### src/rtl/serial_rx_unit.sv
module serial_rx_unit #(
  parameter int DIV_W = 8,
  parameter int PRE_W = 2
) (
  input  logic       clk,
  input  logic       rst_n,
  input  logic       rxd,
  input  logic       bus_wr,
  input  logic       bus_rd,
  input  logic [1:0] bus_addr,
  input  logic [7:0] bus_wdata,
  output logic [7:0] bus_rdata
);
  localparam int CNT_W = DIV_W + 2 * ((1 << PRE_W) - 1) + 1;

  typedef enum logic [2:0] {S_IDLE, S_START, S_DATA, S_PAR, S_STOP} st_t;

  logic             ctl_en, ctl_seven, ctl_par, ctl_odd;
  logic [PRE_W-1:0] ctl_pre;
  logic [DIV_W-1:0] div_q;
  logic [7:0]       data_q, shreg;
  logic             st_full, st_ovr, st_frm, st_par;
  logic [3:0]       seen;
  logic [2:0]       rs;
  logic [CNT_W-1:0] bcnt, lim;
  logic [3:0]       sub;
  logic [2:0]       idx;
  logic             pbit;
  st_t              state;

  wire rx_s    = rs[1];
  wire fall    = rs[2] & ~rs[1];
  wire halted  = st_ovr | st_frm | st_par;
  wire tick    = (bcnt == lim);
  wire sample  = tick && (sub == 4'd7);
  wire done    = ctl_en && (state == S_STOP) && sample;
  wire stop_bad = ~rx_s;
  wire par_bad = ctl_par && ((^shreg ^ pbit) != ctl_odd);
  wire [2:0] last = ctl_seven ? 3'd6 : 3'd7;

  wire wr_ctl  = bus_wr && bus_addr == 2'd0;
  wire wr_div  = bus_wr && bus_addr == 2'd1;
  wire wr_stat = bus_wr && bus_addr == 2'd2;
  wire rd_stat = bus_rd && bus_addr == 2'd2;
  wire rd_data = bus_rd && bus_addr == 2'd3;
  wire [3:0] clr = {4{wr_stat}} & seen & ~bus_wdata[3:0];

  assign lim = ((CNT_W'(div_q) + CNT_W'(1)) << (2 * ctl_pre + 1)) - CNT_W'(1);

  always_comb begin
    case (bus_addr)
      2'd0:    bus_rdata = 8'({ctl_pre, ctl_odd, ctl_par, ctl_seven, ctl_en});
      2'd1:    bus_rdata = 8'(div_q);
      2'd2:    bus_rdata = {4'd0, st_par, st_frm, st_ovr, st_full};
      default: bus_rdata = data_q;
    endcase
  end

  always_ff @(posedge clk or negedge rst_n) begin
    if (!rst_n) rs <= 3'b111;
    else        rs <= {rs[1:0], rxd};
  end

  always_ff @(posedge clk or negedge rst_n) begin
    if (!rst_n) begin
      {ctl_en, ctl_seven, ctl_par, ctl_odd} <= 4'd0;
      ctl_pre <= '0;
      div_q   <= '1;
    end else begin
      if (wr_ctl) begin
        ctl_en    <= bus_wdata[0];
        ctl_seven <= bus_wdata[1];
        ctl_par   <= bus_wdata[2];
        ctl_odd   <= bus_wdata[3];
        ctl_pre   <= bus_wdata[4 +: PRE_W];
      end
      if (wr_div) div_q <= bus_wdata[DIV_W-1:0];
    end
  end

  always_ff @(posedge clk or negedge rst_n) begin
    if (!rst_n) begin
      state <= S_IDLE;
      bcnt  <= '0;
      sub   <= '0;
      idx   <= '0;
      shreg <= '0;
      pbit  <= 1'b0;
    end else if (!ctl_en) begin
      state <= S_IDLE;
    end else if (state == S_IDLE) begin
      if (fall && !halted) begin
        state <= S_START;
        bcnt  <= '0;
        sub   <= '0;
      end
    end else begin
      bcnt <= tick ? '0 : bcnt + CNT_W'(1);
      if (tick) sub <= sub + 4'd1;
      if (sample) begin
        case (state)
          S_START: begin
            if (rx_s) state <= S_IDLE;
            else begin
              state <= S_DATA;
              idx   <= '0;
              shreg <= '0;
            end
          end
          S_DATA: begin
            shreg[idx] <= rx_s;
            if (idx == last) state <= ctl_par ? S_PAR : S_STOP;
            else             idx <= idx + 3'd1;
          end
          S_PAR: begin
            pbit  <= rx_s;
            state <= S_STOP;
          end
          default: state <= S_IDLE;
        endcase
      end
    end
  end

  always_ff @(posedge clk or negedge rst_n) begin
    if (!rst_n) begin
      data_q <= 8'h00;
      {st_par, st_frm, st_ovr, st_full} <= 4'd0;
      seen <= 4'd0;
    end else begin
      if (done && !st_full) data_q <= shreg;

      if (done && !st_full && !stop_bad && !par_bad) st_full <= 1'b1;
      else if (rd_data || clr[0])                    st_full <= 1'b0;

      if (done && st_full) st_ovr <= 1'b1;
      else if (clr[1])     st_ovr <= 1'b0;

      if (done && !st_full && stop_bad) st_frm <= 1'b1;
      else if (clr[2])                  st_frm <= 1'b0;

      if (done && !st_full && par_bad) st_par <= 1'b1;
      else if (clr[3])                 st_par <= 1'b0;

      if (rd_stat) seen <= seen | {st_par, st_frm, st_ovr, st_full};
      if (rd_data || clr[0]) seen[0] <= 1'b0;
      if (clr[1]) seen[1] <= 1'b0;
      if (clr[2]) seen[2] <= 1'b0;
      if (clr[3]) seen[3] <= 1'b0;
    end
  end
endmodule

### config.mk
export PLATFORM = sky130hd
export DESIGN_NAME = serial_rx_unit
export DESIGN_NICKNAME = d
export VERILOG_FILES = /design/src/rtl/serial_rx_unit.sv
export SDC_FILE = /design/constraint.sdc
export NUM_CORES = 1
export LEC_CHECK = 0
export BUFFER_PORTS_ARGS = -buffer_cell sky130_fd_sc_hd__buf_2
export CAP_MARGIN = 30
export CORE_MARGIN = 5
export CORE_UTILIZATION = 44
export DETAILED_ROUTE_END_ITERATION = 16
export GPL_TIMING_DRIVEN = 1
export SLEW_MARGIN = 40
export SYNTH_ARGS = -nofsm -noshare
export SYNTH_HDL_FRONTEND = slang
export SYNTH_SLANG_ARGS = --single-unit
### constraint.sdc
create_clock -name clk -period 5.2 [get_ports clk]
set_input_delay 0.78 -clock clk [delete_from_list [all_inputs] [get_ports clk]]
set_output_delay 0.78 -clock clk [all_outputs]
set_load 0.03 [all_outputs]
== Yosys cells after proc, flatten, opt, wreduce, memory -nomap -nowiden ==
Index checks and enable logic that the tools add are counted.
Storage, ports and cells
  register bits after elaboration: 67
  output and inout bits: 8
Cells by class
  add/subtract/negate cells: 6
  magnitude comparators: 2
  equality and inequality tests: 17
  shift-type cells: 1
  mux-type cells: 37
  bitwise operators: 10
  reductions and logical operators: 40
Operator list (number)
  2-to-1 mux 15 bit: 3
  2-to-1 mux 3 bit: 8
  case mux 8 bit (3 select lines): 1
  nonzero test 2 bit: 10
  logical AND 1 bit: 17
  2-to-1 mux 4 bit: 4
  case mux 8 bit (2 select lines): 1
  adder 15 x 1 -> 15 bit (second input constant): 1
  == test 15 bit: 1
  left shift 9 x 4 -> 15 bit: 1
  subtractor 15 x 1 -> 15 bit (second input constant): 1
  2-to-1 mux 1 bit: 14
  adder 8 x 1 -> 9 bit (second input constant): 1
  case mux 3 bit (3 select lines): 1
  bitwise AND 4 bit: 2
  bitwise mux 8 bit: 1
  2-to-1 mux 8 bit: 1
  parity 8 bit: 1
  == test 3 x 2 -> 1 bit (second input constant): 2
  case mux 3 bit (2 select lines): 1
  AND reduction 3 bit: 2
  AND reduction 6 bit: 1
  AND reduction 5 bit: 1
  adder 3 x 1 -> 4 bit (second input constant): 1
  30 further kinds: 36

== Logic depth before layout (Yosys ltp) ==
  depth in word-level cells: 10
  gate-level depth with buffers: 16
  mapped depth without buffers: 12

== Worst setup path after synthesis ==
Ideal clock, no wire load.
  path kind: register -> register
  start point: reg ctl_pre[0]
  end point: reg data_q[0]
  setup time: 0.125 ns
  data arrival time: 4.065 ns
  required time: 5.075 ns
  path slack: 1.010 ns
  stages on the path, launching flop included: 16
  buffers on the path: 3
  period minus slack after synthesis: 4.190 ns
  cell sequence: dfrtp_1 -> buf_2 -> clkbuf_1 -> clkbuf_1 -> nor2_1 -> nand2_1 -> ha_1 -> o221ai_1 -> nor2_1 -> nand2_1 -> or4_1 -> a2111o_1 -> a211oi_2 -> nand4b_2 -> nor4_4 -> mux2_2
Between the ends
  cells in the longest elaborated chain, start to end: 7
Ends and longest elaborated chain
  start, declared: line 19  | logic [PRE_W-1:0] ctl_pre;
  start signal, assigned: line 75  | ctl_pre <= bus_wdata[4 +: PRE_W];
  adder 3 x 1 -> 4 bit: line 48  | assign lim = ((CNT_W'(div_q) + CNT_W'(1)) << (2 * ctl_pre + 1)) - CNT_W'(1);
  left shift 9 x 4 -> 15 bit: line 48
  subtractor 15 x 1 -> 15 bit: line 48
  == test 15 bit: line 34  | wire tick = (bcnt == lim);
  logical AND 1 bit: line 35  | wire sample = tick && (sub == 4'd7);
  logical AND 1 bit: line 36  | wire done = ctl_en && (state == S_STOP) && sample;
  logical AND 1 bit: line 131  | if (done && !st_full) data_q <= shreg;
  end signal, assigned: line 131
  end, declared: line 21  | logic [7:0] data_q, shreg;
Every way passes these cells.
A chain may end at the register's enable or synchronous reset.

== Final worst setup path ==
  start point: reg div_q[0]
  end point: reg shreg[0]
Between the ends
  cells in the longest elaborated chain, start to end: 6
Ends and longest elaborated chain
  start, declared: line 20  | logic [DIV_W-1:0] div_q;
  start signal, assigned: line 77  | if (wr_div) div_q <= bus_wdata[DIV_W-1:0];
  adder 8 x 1 -> 9 bit: line 48
  left shift 9 x 4 -> 15 bit: line 48
  subtractor 15 x 1 -> 15 bit: line 48
  == test 15 bit: line 34
  logical AND 1 bit: line 35
  AND reduction 5 bit (no source line)
  end signal, assigned by index: line 111  | shreg[idx] <= rx_s;
  end, declared: line 21
Every way passes these cells.

==> flow_summary.toml <==
[outcome]
outcome = "completed"

[final_layout]
fillers = 1031
area_delta_synth_final_pct = 8.191
fin_util_pct = 48.72
nets = 584
drive_gt1_share_pct = 16.70
fin_area_um2 = 5305
diodes = 0
finalNonFillerCells = 709

[run]
drv_cap = 0

[clock_tree]
clockRootBuffer = "clkbuf_8"
htreeDepth = 3
postCtsSetupRepairBufs = 0
clock_sinks = 67
cts_buffers = 9
cts_hold_buf = 0
cts_tree = "done"
cts_resized = 0
clockBufferDepth = 2
clk_latency_ns = 0.36
path_clk_slew_ns = 0.08

[synth]
synth.most_common_cell = "dfrtp_1"
synth_top_cell_area_share_pct = 28.58
synth_edf_count = 0
ys_types = 69
ys_async_sr_fraction_pct = 100.0
syn_area_um2 = 4903
synth_area_leaders = "dfrtp_1, dfstp_2, mux2_2"
synth_nets = 582
synth-seq-cells = 67
synth_common_cells = "dfrtp_1, nand2_1, nor2_1, clkbuf_1, nor3_1"
synthCells = 562
yosysSeqAreaShare_pct = 34.47
ys.flop_type = "dfrtp_1"
synth_warnings = 0
synth_area_per_cell_um2 = 8.725
synth_top_cell_by_area = "dfrtp_1"

[worst_setup_path]
end_kind = "register"
slowest_delay_ns = 0.66
crit_buf_inv = 1
crit_chain = "ha_1 > nand4b_1 > o32ai_1 > nor4_1 > or3b_1 > or4_1 > a2111o_1 > a211oi_2 > nand4b_2 > buf_4 > o41ai_1 > o31ai_1"
path_delay_family = "compound AO/OA/AOI/OAI gates"
crit_required_ns = 5.42
critPathSlowestCell = "dfstp_2"
setup.worst_path.start_class = "register"
crit_fanout = 16
path_class = "reg -> reg"
cp.arrival_ns = 4.98

[route]
wl_per_cell_um = 18.27
first_iter_violations = 386
drc = 0
antenna_left = 0
vias = 4390
avgViaCountPerCell = 6.192
totalWireLength_um = 12960
drtPass1Iterations = 6

[placement]
dpl.hpwl_um = 9395
portBuffers = 22
dpl.cell_count = 693
placed_area_um2 = 5096
dp_slack_ns = 0.4652
gp_congestion = 0.8723

[grt]
grt_max_degree = 68
grt_util_met1_pct = 28.22
antenna_found_initial = 0
grt_pass1_wl_um = 21390
grt_usage_pct = 20.29
grt_pass1_vias = 4106
grt_use_met2_pct = 31.94
busiest_layer = "met2"
gr-usage-met3_pct = 2.715
gr-total-overflow = 0

[floorplanning]
die_w_um = 115.6
fp.dieH_um = 115.6
core-area_um2 = 10890
io_pins = 23
start_util_pct = 45.04
dieArea_um2 = 13360
row_count = 38

[power_and_ir_drop]
p_per_area_nw_per_um2 = 315.4
leakage_nw = 2.116
vdd_ir_drop_max_uv = 211.1
power_mw = 1.673

[timing]
clock_skew_ns = 0.01038
rsz0062_at_grt = "false"
finalCritPeriodShare_pct = 91.37
timing.final.hold_violations = 0
whs_ns = 0.3599
maxSlewHeadroom_pct = 47.16
post-route-min-period_ns = 4.751
worstMarginPinSlew_ns = 0.7926
max_freq_ghz = 0.2105
setup_viol = 0
fin_ws_ns = 0.4488
drv_slew = 0
fin_tns_setup_ns = 0

[hold_path]
min_path_type = "reg -> reg"
==> worst reg2reg max path, stage by stage (launching register included) <==
cell	delay, ns
dfstp_2	0.66
ha_1	0.37
nand4b_1	0.15
o32ai_1	0.59
nor4_1	0.10
or3b_1	0.40
or4_1	0.42
a2111o_1	0.40
a211oi_2	0.31
nand4b_2	0.38
buf_4	0.35
o41ai_1	0.37
o31ai_1	0.13
==> power breakdown <==
group	switching, mW	internal, mW	total [mW]
registers	0.0820	0.563	0.645
clock network	0.236	0.229	0.465
logic	0.339	0.225	0.564
total	0.657	1.02	1.67
==> cell usage in the layout, fill, tap and decap left out, drive strengths merged, types with 8 or more instances in the layout <==
master   n
a21oi   14
and3     8
buf     29
clkbuf   9
dfrtp   56
dfstp   11
inv     22
mux2    22
mux2i    9
nand2   54
nand3   24
nand4   16
nand4b   8
nor2    42
nor2b    8
nor3    28
o21ai   24
o31ai   15
o41ai   11
xnor2   27
xor2    13
==> state kept, by name, summed over array words and instances, names as in the netlist, 2 cells and up <==
name     flops
bcnt        15
sub          4
shreg        8
seen         4
data_q       8
rs           3
idx          3
ctl_pre      2
state        3
div_q        8
==> logic make-up (layout without fill, tap and decap cells) <==
family | Yosys count | after routing | synth area share, %
muxes | 35 | 35 | 8.727
buffers and inverters | 56 | 63 | 4.516
AOI/OAI and AO/OA | 128 | 128 | 19.01
adders and majority gates | 5 | 5 | 1.276
and+or+nand+nor | 231 | 231 | 24.85
DFF | 67 | 67 | 34.47
xor gates and xnor gates | 40 | 40 | 7.145
==> final timing paths <==
path                           from       end  slack (ns)  depth (start not counted)
max                        div_q[0]  shreg[0]        0.45                         12
min                           rs[0]     rs[1]        0.36                          0
max reg2reg                div_q[0]  shreg[0]        0.45                         12
min reg2reg                   rs[0]     rs[1]        0.36                          0
max in group asynchronous     rst_n   bcnt[6]        4.25                          2
min in group asynchronous     rst_n   ctl_par        0.50                          2
==> layer usage <==
layer	wire [um]	vias to the layer above	part of all wire (%)
li1	-	2107	-
met1	5960	2131	46
met2	6070	127	47
met3	625	25	4.8
met4	298	0	2.3
met5	0	-	0
==> area by class of cell <==
cell class | count | area [um^2] | share of cell area, %
multi-input cells | 439 | 3000 | 56.56
flip-flops and latches | 67 | 1690 | 31.86
well taps | 140 | 175.2 | 3.302
repair buffers | 29 | 166.4 | 3.137
clock buffers | 9 | 123.9 | 2.335
clock inverters | 7 | 81.33 | 1.533
inverters | 18 | 67.56 | 1.274
(Power assumes the default switching activity.)
